--- src/rtl/phy_mgmt_pkg.sv ---
// Package: shared index map and control-word bit positions for the
// PHY management register file.
// Assumes a 16-bit register word and a 5-bit register index.
package phy_mgmt_pkg;
    localparam int ADDR_W = 5;
    localparam int DATA_W = 16;

    localparam int N_KEEP = 4;
    // Indices whose contents survive a soft reset.
    localparam logic [ADDR_W-1:0] KEEP_IDX [N_KEEP] = '{5'd20, 5'd22, 5'd30, 5'd31};
    localparam logic [ADDR_W-1:0] CTRL_IDX = 5'd0;

    // Control-word bit positions (decoded by the PHY core side).
    localparam int B_SRST  = 15;
    localparam int B_LOOP  = 14;
    localparam int B_SPEED = 13;
    localparam int B_ANEN  = 12;
    localparam int B_PDN   = 11;
    localparam int B_ISO   = 10;
    localparam int B_ANRS  = 9;
    localparam int B_DUP   = 8;
    localparam int B_COLL  = 7;
endpackage

--- src/rtl/phy_ctrl_reg.sv ---
// Module: control register (index 0).
// Holds the writable control levels, loads strap-derived defaults on
// hardware and soft reset, and produces the two self-clearing command
// pulses. Assumes wr_sel is already qualified by index and write strobe.
module phy_ctrl_reg
    import phy_mgmt_pkg::*;
(
    input  logic              clk,
    input  logic              rst_n,
    input  logic              wr_sel,
    input  logic [DATA_W-1:0] wr_data,
    input  logic              strap_speed,
    input  logic              strap_aneg,
    input  logic              strap_duplex,
    output logic [DATA_W-1:0] ctrl_word,
    output logic              soft_rst,
    output logic              aneg_restart,
    output logic              loopback,
    output logic              speed_100,
    output logic              aneg_en,
    output logic              power_down,
    output logic              isolate,
    output logic              full_duplex,
    output logic              coll_test
);
    logic loop_q, speed_q, anen_q, pdn_q, iso_q, dup_q, coll_q;
    logic srst_q, anrs_q;
    logic unused_low;

    assign unused_low = ^wr_data[6:0];

    // Register update: hardware reset, soft reset, field write, or pulse clear.
    always_ff @(posedge clk) begin
        if (!rst_n || (wr_sel && wr_data[B_SRST])) begin
            loop_q  <= 1'b0;
            speed_q <= strap_speed;
            anen_q  <= strap_aneg;
            pdn_q   <= 1'b0;
            iso_q   <= 1'b0;
            dup_q   <= strap_duplex;
            coll_q  <= 1'b0;
            srst_q  <= rst_n;
            anrs_q  <= rst_n;
        end else if (wr_sel) begin
            loop_q  <= wr_data[B_LOOP];
            speed_q <= wr_data[B_SPEED];
            anen_q  <= wr_data[B_ANEN];
            pdn_q   <= wr_data[B_PDN];
            iso_q   <= wr_data[B_ISO];
            dup_q   <= wr_data[B_DUP];
            coll_q  <= wr_data[B_COLL];
            srst_q  <= 1'b0;
            anrs_q  <= wr_data[B_ANRS];
        end else begin
            srst_q  <= 1'b0;
            anrs_q  <= 1'b0;
        end
    end

    // Assemble the read-back word; reserved bits read zero.
    always_comb begin
        ctrl_word          = '0;
        ctrl_word[B_SRST]  = srst_q;
        ctrl_word[B_LOOP]  = loop_q;
        ctrl_word[B_SPEED] = speed_q;
        ctrl_word[B_ANEN]  = anen_q;
        ctrl_word[B_PDN]   = pdn_q;
        ctrl_word[B_ISO]   = iso_q;
        ctrl_word[B_ANRS]  = anrs_q;
        ctrl_word[B_DUP]   = dup_q;
        ctrl_word[B_COLL]  = coll_q;
    end

    assign soft_rst     = srst_q;
    assign aneg_restart = anrs_q;
    assign loopback     = loop_q;
    assign speed_100    = speed_q;
    assign aneg_en      = anen_q;
    assign power_down   = pdn_q;
    assign isolate      = iso_q;
    assign full_duplex  = dup_q;
    assign coll_test    = coll_q;

    // soft reset pulse lasts one cycle unless re-commanded.
    p_srst_width_r4: assert property (@(posedge clk) disable iff (!rst_n)
        (soft_rst && !(wr_sel && wr_data[B_SRST])) |=> !soft_rst);
    // soft reset always comes with an autonegotiation restart.
    p_srst_anrs_r7: assert property (@(posedge clk) disable iff (!rst_n)
        soft_rst |-> aneg_restart);
    // restart pulse lasts one cycle unless re-commanded.
    p_anrs_width_r8: assert property (@(posedge clk) disable iff (!rst_n)
        (aneg_restart && !(wr_sel && (wr_data[B_ANRS] || wr_data[B_SRST]))) |=> !aneg_restart);
    // soft reset takes strap values present at the commanding edge.
    p_srst_strap_r5: assert property (@(posedge clk) disable iff (!rst_n)
        soft_rst |-> (speed_100 == $past(strap_speed) && aneg_en == $past(strap_aneg)
                      && full_duplex == $past(strap_duplex) && !loopback));
    // without a write, strap pins cannot move the levels.
    p_strap_hold_r9: assert property (@(posedge clk) disable iff (!rst_n)
        !wr_sel |=> ($stable(speed_100) && $stable(aneg_en) && $stable(full_duplex)));
endmodule

--- src/rtl/phy_keep_reg.sv ---
// Module: one 16-bit read/write storage word that is cleared only by
// the hardware reset; soft reset has no path into it.
// Assumes wr_sel is already qualified by index and write strobe.
module phy_keep_reg #(
    parameter int DATA_W = 16
) (
    input  logic              clk,
    input  logic              rst_n,
    input  logic              wr_sel,
    input  logic [DATA_W-1:0] wr_data,
    output logic [DATA_W-1:0] q
);
    // Storage update: clear on hardware reset, load on selected write.
    always_ff @(posedge clk) begin
        if (!rst_n)      q <= '0;
        else if (wr_sel) q <= wr_data;
    end

    // without its own write the word never changes.
    p_keep_hold_r6: assert property (@(posedge clk) disable iff (!rst_n)
        !wr_sel |=> $stable(q));
endmodule

--- src/rtl/phy_mgmt_regs.sv ---
// Module: top of the PHY management register file.
// Decodes the register index, routes writes to the control register and
// the soft-reset-proof test words, and muxes read data. Read data is
// combinational from register state, so it shows pre-write contents.
module phy_mgmt_regs
    import phy_mgmt_pkg::*;
(
    input  logic              clk,
    input  logic              rst_n,
    input  logic              strap_speed,
    input  logic              strap_aneg,
    input  logic              strap_duplex,
    input  logic [4:0]        reg_addr,
    input  logic              wr_en,
    input  logic [15:0]       wr_data,
    output logic [15:0]       rd_data,
    output logic              soft_rst,
    output logic              aneg_restart,
    output logic              loopback,
    output logic              speed_100,
    output logic              aneg_en,
    output logic              power_down,
    output logic              isolate,
    output logic              full_duplex,
    output logic              coll_test
);
    logic [DATA_W-1:0] ctrl_word;
    logic [DATA_W-1:0] keep_q [N_KEEP];
    logic [N_KEEP-1:0] keep_hit;
    logic              ctrl_wr;

    assign ctrl_wr = wr_en && (reg_addr == CTRL_IDX);

    phy_ctrl_reg u_ctrl (
        .clk          (clk),
        .rst_n        (rst_n),
        .wr_sel       (ctrl_wr),
        .wr_data      (wr_data),
        .strap_speed  (strap_speed),
        .strap_aneg   (strap_aneg),
        .strap_duplex (strap_duplex),
        .ctrl_word    (ctrl_word),
        .soft_rst     (soft_rst),
        .aneg_restart (aneg_restart),
        .loopback     (loopback),
        .speed_100    (speed_100),
        .aneg_en      (aneg_en),
        .power_down   (power_down),
        .isolate      (isolate),
        .full_duplex  (full_duplex),
        .coll_test    (coll_test)
    );

    for (genvar g = 0; g < N_KEEP; g++) begin : g_keep
        assign keep_hit[g] = (reg_addr == KEEP_IDX[g]);
        phy_keep_reg #(.DATA_W(DATA_W)) u_word (
            .clk     (clk),
            .rst_n   (rst_n),
            .wr_sel  (wr_en && keep_hit[g]),
            .wr_data (wr_data),
            .q       (keep_q[g])
        );
    end

    // Read mux: control word, a test word, or zero for unmapped indices.
    always_comb begin
        rd_data = '0;
        if (reg_addr == CTRL_IDX) rd_data = ctrl_word;
        for (int k = 0; k < N_KEEP; k++)
            if (keep_hit[k]) rd_data = keep_q[k];
    end

    // at most one storage word is ever selected by an index.
    p_one_hit_r10: assert property (@(posedge clk) disable iff (!rst_n)
        $onehot0(keep_hit));
    // test words hold across the soft reset cycle.
    p_srst_keeps_r6: assert property (@(posedge clk) disable iff (!rst_n)
        (soft_rst && !wr_en) |=> ($stable(keep_q[0]) && $stable(keep_q[3])));
endmodule

--- config.mk ---
export PLATFORM = sky130hd
export DESIGN_NAME = phy_mgmt_regs
export DESIGN_NICKNAME = d
export VERILOG_FILES = /design/src/rtl/phy_mgmt_pkg.sv /design/src/rtl/phy_ctrl_reg.sv /design/src/rtl/phy_keep_reg.sv /design/src/rtl/phy_mgmt_regs.sv
export SDC_FILE = /design/constraint.sdc
export NUM_CORES = 1
export LEC_CHECK = 0
export BUFFER_PORTS_ARGS = -buffer_cell sky130_fd_sc_hd__buf_2
export CAP_MARGIN = 40
export CELL_PAD_IN_SITES_DETAIL_PLACEMENT = 1
export CELL_PAD_IN_SITES_GLOBAL_PLACEMENT = 2
export CORE_MARGIN = 10
export CORE_UTILIZATION = 35
export CTS_CLUSTER_SIZE = 25
export DETAILED_ROUTE_END_ITERATION = 7
export PLACE_DENSITY = 0.79
export SLEW_MARGIN = 10
export SYNTH_ARGS = -nofsm -noshare
export SYNTH_HDL_FRONTEND = slang
export SYNTH_HIERARCHICAL = 1
export SYNTH_SLANG_ARGS = --single-unit
--- constraint.sdc ---
create_clock -name clk -period 2.8 [get_ports clk]
set_input_delay 0.14 -clock clk [delete_from_list [all_inputs] [get_ports clk]]
set_output_delay 0.14 -clock clk [all_outputs]
set_load 0.01 [all_outputs]
==> results.py <==
metrics = {
    "synthesis": {
        "synth_enable_flop_cells": 3,
        "synth_top_area_cell": "dfxtp_1",
        "synth_flop_cell": "dfxtp_1",
        "synth_top_area_share_pct": 36.35,
        "synth_common_cells": "dfxtp_1, mux2i_1, nor2b_1, nor2_1, o21ai_0",
        "synth.most_common_cell": "dfxtp_1",
        "synth-seq-cells": 73,
        "yosysWarnings": 6,
        "synthCells": 421,
        "synth_cell_types": 32,
        "synthArstFlopShare_pct": 0,
        "yosysSeqAreaShare_pct": 38.69,
        "netlist_area_um2": 3855,
        "avgSynthCellArea_um2": 9.157,
        "ys_top_cells_by_area": "dfxtp_1, mux2i_1, nor2b_1",
    },
    "critical_path": {
        "cp-end-kind": "output port",
        "r2r_end": "u_ctrl/coll_test$_SDFFE_PP0P_",
        "startpoint_type": "input port",
        "cp_slowest_stage_delay_ps": 580,
        "cpMostUsedCell": "buf_2",
        "r2r_start": "u_ctrl/coll_test$_SDFFE_PP0P_",
        "ff2ff_setup_slack_ps": 2120,
        "crit_slowest_cell": "or4_1",
        "path_class": "in -> out",
        "arrival_ps": 1820,
        "cp_max_fo": 19,
        "rr_worst_depth": 2,
        "critPathRequiredTime_ps": 2660,
        "crit_chain": "buf_2, or4_1, buf_4, nor3b_2, o21ai_1, a21oi_1, buf_2",
    },
    "floorplan": {
        "coreArea_um2": 10790,
        "die_area_um2": 15610,
        "io_pins": 52,
        "initial_utilization_pct": 35.72,
        "rows": 38,
        "die_w_um": 125.0,
        "fp.dieH_um": 125.0,
    },
    "place": {
        "dp_hpwl_um": 7209,
        "io_buffers": 51,
        "place_area_um2": 4066,
        "gp_congestion": 0.7724,
    },
    "global_routing": {
        "grt_pass1_vias": 3225,
        "gr-total-overflow": 0,
        "grt_max_degree": 39,
        "antenna_found_initial": 0,
        "grt_pass1_wl_um": 17680,
        "track_usage_pct": 13.96,
    },
    "layout": {
        "layout.nets": 486,
        "fillers": 1262,
        "final_area_um2": 4274,
        "area_growth_pct": 10.87,
        "antenna-diode-count": 0,
        "utilization_pct": 39.60,
        "drive_gt1_share_pct": 20.26,
    },
    "clock_network": {
        "root_buffer": "clkbuf_8",
        "htree_levels": 3,
        "post_cts_buffers": 0,
        "numCtsBuffers": 9,
        "clk_path_buf_depth": 2,
        "cts.reportedPaths.clkPinSlew_ps": 80,
        "clkSinkCount": 73,
        "insertion_delay_ps": 350,
        "cts_tree": "built",
        "cts_resized": 0,
        "ctsHoldBuffers": 0,
    },
    "timing": {
        "tightestPinTransition_ps": 607.1,
        "max-slew-margin-rel_pct": 59.53,
        "hold_viol": 0,
        "fin_crit_ps": 1957,
        "fin_skew_ps": 0,
        "finalSetupViolCount": 0,
        "rsz0062_at_grt": "false",
        "max_freq_ghz": 0.5109,
        "period_share_pct": 69.91,
        "fin_tns_setup_ps": 0,
        "slew_violations": 0,
    },
    "drt": {
        "wl_per_cell_um": 17.57,
        "wl_um": 10610,
        "drc": 0,
        "num_vias": 2942,
        "drt_iter0_drc": 85,
        "ant_nets": 0,
        "firstDrtPassIters": 4,
        "viasPerCell": 4.871,
    },
    "hold_path": {
        "hold_end": "u_ctrl/speed_100$_DFFE_PP_",
        "hold_class": "in -> reg",
        "hp-start": "strap_speed",
        "min_path_cells": 2,
    },
    "power_and_ir_drop": {
        "powerDensity_nw_per_um2": 499.1,
        "leakagePower_uw": 0.001486,
        "irDropWorstVdd_mv": 0.1972,
    },
    "status": {
        "status": "finished clean",
    },
    "job": {
        "cap_violations": 0,
    },
}
-- where the power goes --
part,switching (uW),internal [uW]
combinational,108,73.2
clock,405,485
sequential,6.07,1060
-- worst max-delay path: cells and delay by family --
family                 cells  cell delay (ps)
buffers and inverters      3              610
AO/OA/AOI/OAI              2              280
AND/OR/NAND/NOR            2              770
-- logic make-up after synthesis --
logic type             after synthesis  synth area share, %
muxes                               67                17.49
and+or+nand+nor                    149                23.17
buffers and inverters               61                10.71
other                                1              0.09728
DFF                                 73                38.69
AOI/OAI and AO/OA                   70                9.835
-- layout make-up --
type,count,area [um^2],share of cell area [%]
Clock buffer,14,172.7,4.040
Clock inverter,2,35.03,0.8197
Inverter,17,63.81,1.493
Multi-Input combinational cell,293,1976,46.22
Sequential cell,73,1491,34.89
Tap cell,140,175.2,4.098
Timing Repair Buffer,65,360.3,8.431
-- placed cells by master, fill, tap and decap left out, drive strengths merged --
cell type and instances:
buf 65, clkbuf 14, inv 17, and3 3
nand2b 4, and4b 1, mux2 3, nor3b 17
nor2b 64, or4 1, and3b 1, or2b 1
nand2 2, nor2 49, and4 1, dfxtp 70
o21ai 48, conb 7, o211a 1, edfxtp 3
nand3b 4, nand4bb 1, bufinv 1, a21boi 5
clkinv 1, mux2i 64, a21oi 16
-- layer usage --
| metal | part of all wire, % | GRT usage, % | routed length [um] |
|---|---|---|---|
| met4 | 1.7 | 5.623 | 180 |
| met5 | 0 | 0 | 0 |
| met2 | 47 | 22.70 | 5006 |
| met1 | 48 | 17.49 | 5089 |
| met3 | 3.1 | 3.169 | 332 |
-- how the worst max path moves through the flow --
stage	to	slack, ps	from
floorplan	u_ctrl/aneg_en$_DFFE_PP_	770	reg_addr[3]
global placement	u_ctrl/speed_100$_DFFE_PP_	840	reg_addr[3]
detailed placement	u_ctrl/aneg_en$_DFFE_PP_	800	reg_addr[3]
CTS	rd_data[15]	830	reg_addr[3]
global route	rd_data[15]	660	reg_addr[3]
finish	rd_data[11]	840	reg_addr[3]
-- sequential cells by signal, summed over array words and instances, names as in the netlist --
name	count
u_ctrl/loopback	1
u_ctrl/aneg_restart	1
u_ctrl/soft_rst	1
g_keep.u_word/q	64
u_ctrl/isolate	1
u_ctrl/speed_100	1
u_ctrl/power_down	1
u_ctrl/full_duplex	1
u_ctrl/aneg_en	1
u_ctrl/coll_test	1
-- through the flow --
| step | hold WS [ps] | instances | worst slack (ps) | power [uW] |
|---|---|---|---|---|
| 2_1_floorplan | 268.2 | 427 | 767.8 | 1200 |
| 5_1_grt | 83.08 | 604 | 664.9 | 2221 |
| 6_report | 96.02 | 604 | 842.7 | 2133 |
| 4_1_cts | 77.61 | 604 | 830.2 | 2156 |
| 3_5_place_dp | 457.5 | 588 | 800.7 | 1269 |
| 3_3_place_gp | 448.2 | 588 | 842.8 | 1266 |
(Power assumes the default switching activity.)
